===== src/rtl/fsp_pkg.sv =====
package fsp_pkg;

   typedef enum logic {
      TX_IDLE = 1'b0,
      TX_BUSY = 1'b1
   } tx_state_e;

   // width of a counter that must reach n-1
   function automatic int unsigned cnt_width(int unsigned n);
      return (n <= 1) ? 1 : $clog2(n);
   endfunction

endpackage


===== src/rtl/fsp_bitclk.sv =====
module fsp_bitclk #(
   parameter int DIV_W = 8
) (
   input  logic             clk,
   input  logic             rst_n,
   input  logic [DIV_W-1:0] half_div,
   output logic             sclk,
   output logic             rise_tick,
   output logic             fall_tick
);

   logic [DIV_W-1:0] cnt_q;
   logic             sclk_q;
   logic             wrap;

   assign wrap = (cnt_q >= half_div);

   always_ff @(posedge clk) begin
      if (!rst_n) begin
         cnt_q  <= '0;
         sclk_q <= 1'b0;
      end else if (wrap) begin
         cnt_q  <= '0;
         sclk_q <= ~sclk_q;
      end else begin
         cnt_q  <= cnt_q + 1'b1;
      end
   end

   // strobes mark the system cycle whose closing edge moves sclk
   assign rise_tick = wrap & ~sclk_q;
   assign fall_tick = wrap &  sclk_q;
   assign sclk      = sclk_q;

endmodule


===== src/rtl/fsp_txpath.sv =====
module fsp_txpath
   import fsp_pkg::*;
#(
   parameter int WORD_W = 16
) (
   input  logic              clk,
   input  logic              rst_n,
   input  logic              fall_tick,
   input  logic              tx_valid,
   input  logic [WORD_W-1:0] tx_data,
   output logic              tx_ready,
   output logic              fs_n,
   output logic              sdo
);

   localparam int unsigned      IDX_W    = cnt_width(WORD_W);
   localparam logic [IDX_W-1:0] LAST_IDX = IDX_W'(WORD_W - 1);

   logic [WORD_W-1:0] hold_q;
   logic [WORD_W-1:0] shift_q;
   logic              hold_full_q;
   tx_state_e         st_q;
   logic [IDX_W-1:0]  idx_q;
   logic              fs_n_q;
   logic              sdo_q;
   logic              accept;
   logic              last_bit;
   logic              start;

   assign accept   = tx_valid && !hold_full_q;
   assign last_bit = (st_q == TX_BUSY) && (idx_q == LAST_IDX);
   assign start    = fall_tick && hold_full_q && ((st_q == TX_IDLE) || last_bit);

   always_ff @(posedge clk) begin
      if (!rst_n) begin
         hold_q      <= '0;
         hold_full_q <= 1'b0;
      end else if (accept) begin
         hold_q      <= tx_data;
         hold_full_q <= 1'b1;
      end else if (start) begin
         hold_full_q <= 1'b0;
      end
   end

   always_ff @(posedge clk) begin
      if (!rst_n) begin
         st_q    <= TX_IDLE;
         idx_q   <= '0;
         shift_q <= '0;
         fs_n_q  <= 1'b1;
         sdo_q   <= 1'b0;
      end else if (start) begin
         st_q    <= TX_BUSY;
         idx_q   <= '0;
         sdo_q   <= hold_q[WORD_W-1];
         shift_q <= {hold_q[WORD_W-2:0], 1'b0};
         fs_n_q  <= 1'b0;
      end else if (fall_tick && (st_q == TX_BUSY)) begin
         if (last_bit) begin
            st_q   <= TX_IDLE;
            fs_n_q <= 1'b1;
         end else begin
            idx_q   <= idx_q + 1'b1;
            sdo_q   <= shift_q[WORD_W-1];
            shift_q <= {shift_q[WORD_W-2:0], 1'b0};
         end
      end
   end

   assign tx_ready = !hold_full_q;
   assign fs_n     = fs_n_q;
   assign sdo      = sdo_q;

endmodule


===== src/rtl/fsp_rxpath.sv =====
module fsp_rxpath
   import fsp_pkg::*;
#(
   parameter int WORD_W = 16
) (
   input  logic              clk,
   input  logic              rst_n,
   input  logic              bit_strobe,
   input  logic              fs_n,
   input  logic              sdi,
   output logic              rx_valid,
   output logic [WORD_W-1:0] rx_data
);

   localparam int unsigned      IDX_W    = cnt_width(WORD_W);
   localparam logic [IDX_W-1:0] LAST_IDX = IDX_W'(WORD_W - 1);

   logic [WORD_W-1:0] sh_q;
   logic [WORD_W-1:0] word_q;
   logic [IDX_W-1:0]  idx_q;
   logic              valid_q;
   logic [WORD_W-1:0] sh_next;

   assign sh_next = {sh_q[WORD_W-2:0], sdi};

   always_ff @(posedge clk) begin
      if (!rst_n) begin
         sh_q    <= '0;
         word_q  <= '0;
         idx_q   <= '0;
         valid_q <= 1'b0;
      end else begin
         valid_q <= 1'b0;
         if (bit_strobe && !fs_n) begin
            sh_q <= sh_next;
            if (idx_q == LAST_IDX) begin
               idx_q   <= '0;
               word_q  <= sh_next;
               valid_q <= 1'b1;
            end else begin
               idx_q <= idx_q + 1'b1;
            end
         end else if (fs_n) begin
            idx_q <= '0;
         end
      end
   end

   assign rx_valid = valid_q;
   assign rx_data  = word_q;

endmodule


===== src/rtl/fsp_master.sv =====
module fsp_master #(
   parameter int WORD_W = 16,
   parameter int DIV_W  = 8
) (
   input  logic              clk,
   input  logic              rst_n,
   input  logic [DIV_W-1:0]  clk_div,
   input  logic              tx_valid,
   output logic              tx_ready,
   input  logic [WORD_W-1:0] tx_data,
   output logic              rx_valid,
   output logic [WORD_W-1:0] rx_data,
   output logic              sclk,
   output logic              fs_n,
   output logic              sdo,
   input  logic              sdi
);

   generate
      if (WORD_W < 2) begin : g_bad_word
         $error("fsp_master: WORD_W must be at least 2");
      end
      if (DIV_W < 1) begin : g_bad_div
         $error("fsp_master: DIV_W must be at least 1");
      end
   endgenerate

   logic rise_tick;
   logic fall_tick;
   logic fs_n_int;

   fsp_bitclk #(.DIV_W(DIV_W)) i_bitclk (
      .clk       (clk),
      .rst_n     (rst_n),
      .half_div  (clk_div),
      .sclk      (sclk),
      .rise_tick (rise_tick),
      .fall_tick (fall_tick)
   );

   fsp_txpath #(.WORD_W(WORD_W)) i_txpath (
      .clk       (clk),
      .rst_n     (rst_n),
      .fall_tick (fall_tick),
      .tx_valid  (tx_valid),
      .tx_data   (tx_data),
      .tx_ready  (tx_ready),
      .fs_n      (fs_n_int),
      .sdo       (sdo)
   );

   // receive side runs off the transmit side's own strobe and bit clock
   fsp_rxpath #(.WORD_W(WORD_W)) i_rxpath (
      .clk        (clk),
      .rst_n      (rst_n),
      .bit_strobe (rise_tick),
      .fs_n       (fs_n_int),
      .sdi        (sdi),
      .rx_valid   (rx_valid),
      .rx_data    (rx_data)
   );

   assign fs_n = fs_n_int;

endmodule


===== config.mk =====
export PLATFORM = sky130hd
export DESIGN_NAME = fsp_master
export DESIGN_NICKNAME = d
export VERILOG_FILES = /design/src/rtl/fsp_pkg.sv /design/src/rtl/fsp_bitclk.sv /design/src/rtl/fsp_txpath.sv /design/src/rtl/fsp_rxpath.sv /design/src/rtl/fsp_master.sv
export SDC_FILE = /design/constraint.sdc
export NUM_CORES = 1
export LEC_CHECK = 0
export ABC_CLOCK_PERIOD_IN_PS = 3340
export BUFFER_PORTS_ARGS = -buffer_cell sky130_fd_sc_hd__clkbuf_2
export CAP_MARGIN = 20
export CORE_AREA = 2 2 106 108
export CTS_CLUSTER_SIZE = 28
export DETAILED_ROUTE_END_ITERATION = 6
export DIE_AREA = 0 0 108 110
export RECOVER_POWER = 100
export SYNTH_ARGS = -nofsm -noshare
export SYNTH_HDL_FRONTEND = slang
export SYNTH_SLANG_ARGS = --single-unit

===== constraint.sdc =====
create_clock -name clk -period 3.34 [get_ports clk]
set_clock_uncertainty 0.1 [all_clocks]
set_input_delay 0.334 -clock clk [delete_from_list [all_inputs] [get_ports clk]]
set_output_delay 0.334 -clock clk [all_outputs]
set_load 0.01 [all_outputs]

==> results of run 1 <==
-- cell usage after synthesis (2+ instances only) --
master and number:
nand2b_1 2, ha_1 11, xnor2_1 2, nor2b_1 2, a31oi_1 13, nand2_1 56, dfxtp_1 84, a21oi_1 46
xor2_1 4, mux2i_1 15, inv_1 26, buf_2 4, nor2_1 23, or4_1 3, buf_4 4, o31ai_1 20
nand3_1 14, o21a_1 2, o21ai_0 12, nand4_1 19, clkbuf_1 26, and3_1 5, o221a_2 13
-- final timing paths --
kind,from,endpoint,cells after the start
setup / recovery,i_bitclk.cnt_q[0]$_SDFF_PP0_,i_txpath.shift_q[11]$_SDFFE_PN0P_,8
hold / removal,tx_data[13],i_txpath.hold_q[13]$_SDFFE_PN0P_,3
setup reg to reg,i_bitclk.cnt_q[0]$_SDFF_PP0_,i_txpath.shift_q[11]$_SDFFE_PN0P_,8
hold reg to reg,i_txpath.hold_q[10]$_SDFFE_PN0P_,i_txpath.hold_q[10]$_SDFFE_PN0P_,2
-- per-stage QoR --
stage	hold slack [ps]	worst slack, ps
after floorplan	332	1160
after global placement	346	798
after detailed placement	350	722
after CTS	74.0	713
after global routing	82.8	312
final	97.6	495
-- cells in the final DEF, fill, tap and decap left out, drive strengths merged, types with 14 or more instances in the layout --
| cell type | Yosys | final |
|---|---|---|
| clkbuf | 26 | 65 |
| o31ai | 21 | 21 |
| nand4 | 19 | 19 |
| nand3 | 14 | 14 |
| mux2i | 15 | 15 |
| inv | 26 | 26 |
| a21oi | 46 | 46 |
| nor2 | 23 | 23 |
| dfxtp | 84 | 84 |
| nand2 | 56 | 56 |
-- layout make-up --
| cell class | instances | area share |
|---|---|---|
| flip-flops and latches | 84 | 0.405 |
| clock inverters | 1 | 0.00120 |
| multi-input cells | 277 | 0.418 |
| well taps | 140 | 0.0422 |
| repair buffers | 58 | 0.0681 |
| inverters | 26 | 0.0235 |
| clock buffers | 15 | 0.0425 |
-- power by group --
part           switching [mW]  total [mW]  leakage [nW]  internal (mW)
Clock                   0.344       0.676        0.0937          0.332
Combinational          0.0630       0.106         0.757         0.0427
Sequential             0.0173        1.03         0.680           1.02
-- layer usage --
layer | wire length, um | share of wire | track usage
met1 | 3830 | 0.47 | 0.183
met5 | 0 | 0 | 0
met3 | 483 | 0.060 | 0.0382
met4 | 125 | 0.015 | 0.0623
met2 | 3650 | 0.45 | 0.232
-- worst max-delay path, delay by kind of cell (launching register included) --
kind	cells	cell delay (ps)
AO/OA/AOI/OAI	3	1360
flip-flops	1	400
buffers and inverters	2	370
adder cells (fa/ha/maj)	1	250
AND/OR/NAND/NOR	2	250
-- flip-flops by register name (all words and copies together), names as in the netlist --
name / flops
i_rxpath.sh_q: 15
i_bitclk.sclk: 1
i_txpath.hold_full_q: 1
i_txpath.shift_q: 15
i_txpath.st_q: 1
i_rxpath.idx_q: 4
i_rxpath.rx_data: 16
i_txpath.hold_q: 16
i_rxpath.rx_valid: 1
i_bitclk.cnt_q: 8
i_txpath.fs_n: 1
i_txpath.idx_q: 4
i_txpath.sdo: 1
-- cell families (layout without fill, tap and decap cells) --
family                   after synthesis  after routing
adder cells (fa/ha/maj)               11             11
multiplexers                          15             15
AND/OR/NAND/NOR                      129            129
flip-flops                            84             84
XOR/XNOR                               6              6
AO/OA/AOI/OAI                        116            116
buffers and inverters                 60            100
==> metrics.md, run 1 <==
| Metric | Value |
|---|---|
| Synth Area in Simple Gates | 0.166 |
| Clock Sinks | 84 |
| Worst path max stage delay | 520 ps |
| Pins Over Slew Limit | 0 |
| Total Neg Setup Slack | 0 ps |
| Post-synthesis cell type count | 38 |
| Worst setup SP type | flop |
| CTS tree | built |
| Relative slew margins | 0.354 |
| Post-CTS setup buffers | 0 |
| Final ANT Viol Nets | 0 |
| Share of the synthesized area in the top cell type | 0.460 |
| VDD IR-drop max | 0.000187 V |
| Fmax | 351 MHz |
| Final setup vio count | 0 |
| Placed Instances | 584 |
| First-pass GRT wire length | 13.8 mm |
| Layout cell share with drive strength beyond 1 | 0.143 |
| GRT Util Overall | 0.144 |
| Pwr Total | 1.82 mW |
| Area contributors post-synth | dfxtp_1, a21oi_1, nand2_1, mux2i_1, o31ai_1 |
| Initial core utilization | 0.342 |
| WL final | 8.09 mm |
| Status | finished, final reports clean |
| Synth Cell Area | 0.00366 mm^2 |
| Non-Filler Instances | 601 |
| Drt wl/cell | 13.5 um |
| Initial drt markers | 252 |
| Clock-pin slew on the worst setup and hold paths | 80 ps |
| Cells after synthesis | 421 |
| Number of synthesis warnings | 0 |
| Hold Path Class | in -> reg |
| Post-route cell area | 0.00416 mm^2 |
| RSZ-0062 raised after global routing | false |
| Largest family of logic cells by synthesized area | compound AO/OA/AOI/OAI gates |
| Die H | 110 um |
| Slowest stage cell, crit path | a2111oi_2 |
| Core ar. | 0.0107 mm^2 |
| Period utilization | 0.852 |
| CP Capture Type | flop |
| Max Root-Sink Buffers | 2 |
| Register area | 0.00168 mm^2 |
| Final GP Congestion | 0.801 |
| CTS Hold Buffers Added | 0 |
| Max_cap viols | 0 |
| Std-Cell Rows | 38 |
| Global route overflow | 0 |
| R2R Setup Slk | 490 ps |
| Tmin final | 2850 ps |
| PD cells | 437 mW/mm^2 |
| Top_reg_cell synth | dfxtp_1 |
| Clock Latency Late Sink | 350 ps |
| Largest net degree at the start of global routing | 37 |
| Syn nets | 460 |
| Initial antenna violation count | 0 |
| Critical Path RT | 3480 ps |
| DR vias | 3,123 |
| Least-Margin Pin Slew | 967 ps |
| Mux contribution to synthesized area | 0.0411 |
| Data arrival time of the worst path | 2990 ps |
| CP max FO | 13 |
| N_diodes | 0 |
| Post-synthesis sequential area ratio | 0.460 |
| Placed instance area | 0.00400 mm^2 |
| Critical path class | reg -> reg |
| Post-Synth XOR/XNOR Area | 0.0144 |
| Adder-Cell Fraction of Synth Area | 0.0376 |
| Root Driver | clkbuf_8 |
| Port-buffer cells | 48 |
| Register bit total from synthesis | 84 |
| Die ar. | 0.0119 mm^2 |
| Fin util | 0.388 |
| Synth-to-layout area growth | 13.7% |
| Area of the multi-input gates | 0.00174 mm^2 |
| Post-DR vias/cell | 5.20 |
| Die width | 108 um |
| Layout Nets | 495 |
| CTS resizes | 0 |
| Lkg Pwr | 1.53 nW |
| DRC violations left | 0 |
| Fill cells | 1,122 |
| Vias in the first global route | 2,975 |
| Final HPWL DP | 5.43 mm |
| Critical path cell sequence | inv_1 > ha_1 > nand2b_1 > a2111oi_2 > o31a_1 > nor2_1 > clkbuf_1 > o221a_2 |
| Synthesized area per cell | 8.68 um^2 |
| Clock buffer count from CTS | 9 |
| Initial DRT Pass Iterations | 4 |
| EDFF count, synth | 0 |
| Dominant cell type by area after synthesis | dfxtp_1 |
| Htree depth | 3 |
| Post-synthesis compound-gate area fraction | 0.214 |
| Final Hold Vio Count | 0 |
| Asr flop ratio synth | 0 |
| I/O pin total | 49 |
Note: power is estimated with default switching activity, not from simulation.
==> run 2, diff against run 1 <==
--- a/config.mk
+++ b/config.mk
@@ -5,7 +5,7 @@
 export SDC_FILE = /design/constraint.sdc
 export NUM_CORES = 1
 export LEC_CHECK = 0
-export ABC_CLOCK_PERIOD_IN_PS = 3340
+export ABC_CLOCK_PERIOD_IN_PS = 3600
 export BUFFER_PORTS_ARGS = -buffer_cell sky130_fd_sc_hd__clkbuf_2
 export CAP_MARGIN = 20
 export CORE_AREA = 2 2 106 108
@@ -13,6 +13,7 @@
 export DETAILED_ROUTE_END_ITERATION = 6
 export DIE_AREA = 0 0 108 110
 export RECOVER_POWER = 100
+export SLEW_MARGIN = 15
 export SYNTH_ARGS = -nofsm -noshare
 export SYNTH_HDL_FRONTEND = slang
 export SYNTH_SLANG_ARGS = --single-unit
==> constraint.sdc (replaced) <==
create_clock -name clk -period 3.6 [get_ports clk]
set_clock_uncertainty 0.1 [all_clocks]
set_input_delay 0.36 -clock clk [delete_from_list [all_inputs] [get_ports clk]]
set_output_delay 0.36 -clock clk [all_outputs]
set_load 0.01 [all_outputs]
==> metrics.md, run 2 (synthesis results as in run 1) <==
| Metric | Value |
|---|---|
| Combinational power share | 0.057 |
| First-pass GRT wire length | 13.8 mm |
| Final worst slack | 617 ps |
| Largest net degree at the start of global routing | 37 |
| Critical Path RT | 3770 ps |
| Register area | 0.00168 mm^2 |
| Clock buffer count from CTS | 9 |
| Root Driver | clkbuf_8 |
| Post-CTS setup buffers | 0 |
| Fill cells | 1,097 |
| Layout cell share with drive strength beyond 1 | 0.144 |
| Post-place setup slack | 828 ps |
| Hold Crit Depth | 3 |
| Period utilization | 0.829 |
| Worst setup SP type | flop |
| Area of the multi-input gates | 0.00173 mm^2 |
| RSZ-0062 raised after global routing | false |
| Final HPWL DP | 5.29 mm |
| Data arrival time of the worst path | 3160 ps |
| CTS Hold Buffers Added | 0 |
| Initial antenna violation count | 0 |
| Slowest stage cell, crit path | nor3_2 |
| R2R depth | 5 |
| Hold Path Class | in -> reg |
| Final setup vio count | 0 |
| Layout Nets | 492 |
| Fin util | 0.388 |
| Fmax | 335 MHz |
| CP max FO | 21 |
| Vias in the first global route | 2,954 |
| Std-Cell Rows | 38 |
| Initial DRT Pass Iterations | 4 |
| Post-route cell area | 0.00415 mm^2 |
| Clock share of power | 0.395 |
| Sw Ratio | 0.232 |
| Final Hold Vio Count | 0 |
| Most common cell after layout, fill and taps aside | dfxtp_1 |
| I/O pin total | 49 |
| Relative slew margins | 0.0470 |
| Instance count on the critical path | 5 |
| NetSw | 405 uW |
| CP Capture Type | flop |
| Critical path cell sequence | ha_1 > nand4_1 > o31a_2 > nor3_2 > mux2i_1 |
| Final ANT Viol Nets | 0 |
| Pins Over Slew Limit | 0 |
| Least-Margin Pin Slew | 1430 ps |
| GRT Util Overall | 0.145 |
| Post-DR vias/cell | 5.21 |
| Tmin final | 2980 ps |
| WP buf/inv | 0 |
| Max Root-Sink Buffers | 2 |
| P_int | 1.34 mW |
| Drt wl/cell | 13.4 um |
| Worst path max stage delay | 1080 ps |
| Total Neg Setup Slack | 0 ps |
| N_diodes | 0 |
| Clock-pin slew on the worst setup and hold paths | 80 ps |
| Critical path class | reg -> reg |
| CTS tree | built |
| Crit path max-delay family | simple AND/OR/NAND/NOR gates |
| Max_cap viols | 0 |
| Placed instance area | 0.00398 mm^2 |
| DR vias | 3,117 |
| Synth-to-layout area growth | 13.6% |
| Die ar. | 0.0119 mm^2 |
| CTS resizes | 0 |
| Clock Sinks | 84 |
| Clock Latency Late Sink | 360 ps |
| Sequential Power Share | 0.548 |
| WL final | 8.00 mm |
| Status | finished, final reports clean |
| Core ar. | 0.0107 mm^2 |
| Initial drt markers | 133 |
| Global route overflow | 0 |
| Htree depth | 3 |
| Final GP Congestion | 0.752 |
| VDD IR-drop max | 0.000212 V |
| Port-buffer cells | 48 |
| Die width | 108 um |
| PD cells | 421 mW/mm^2 |
| DRC violations left | 0 |
| Initial core utilization | 0.342 |
| Die H | 110 um |
| Most frequent cells in the layout | dfxtp_1, nand2_1, a21oi_1 |
| Lkg Pwr | 1.52 nW |
==> run 2: layout make-up <==
cell class | instances | share of cell area
well taps | 140 | 0.0422
inverters | 26 | 0.0235
multi-input cells | 277 | 0.417
repair buffers | 55 | 0.0636
flip-flops and latches | 84 | 0.405
clock inverters | 3 | 0.0108
clock buffers | 13 | 0.0383
==> run 2: tightest hold or removal path: stages <==
cell and delay (ps):
clkbuf_2 80, nand2_1 50, a21oi_1 50
==> run 2: layer usage <==
| layer | GRT usage | vias up | share of wire |
|---|---|---|---|
| li1 | - | 1570 | - |
| met1 | 0.183 | 1483 | 0.48 |
| met2 | 0.241 | 56 | 0.46 |
| met3 | 0.0364 | 8 | 0.047 |
| met4 | 0.0549 | 0 | 0.016 |
| met5 | 0 | - | 0 |
==> run 2: stage by stage <==
stage | cells | power (mW) | hold slack [ps]
floorplan | 421 | 1.04 | 332
global placement | 581 | 1.08 | 346
detailed placement | 581 | 1.08 | 349
CTS | 597 | 1.77 | 103
global route | 598 | 1.82 | 119
finish | 598 | 1.75 | 121
==> run 2: power by group through the flow <==
stage	Clock (mW)	Combinational, mW	Sequential (mW)
finish	0.690	0.100	0.958
global route	0.746	0.117	0.961
CTS	0.710	0.102	0.958
detailed placement	0	0.101	0.981
global placement	0	0.0978	0.980
floorplan	0	0.0717	0.973
==> run 2: worst paths after layout <==
check | startpoint | to | slack [ps]
worst max-delay path | i_bitclk.cnt_q[5]$_SDFF_PP0_ | i_rxpath.sh_q[9]$_SDFFE_PN0P_ | 620
worst min-delay path | tx_data[3] | i_txpath.hold_q[3]$_SDFFE_PN0P_ | 120
worst max register to register | i_bitclk.cnt_q[5]$_SDFF_PP0_ | i_rxpath.sh_q[9]$_SDFFE_PN0P_ | 620
worst min register to register | i_txpath.hold_q[12]$_SDFFE_PN0P_ | i_txpath.hold_q[12]$_SDFFE_PN0P_ | 350
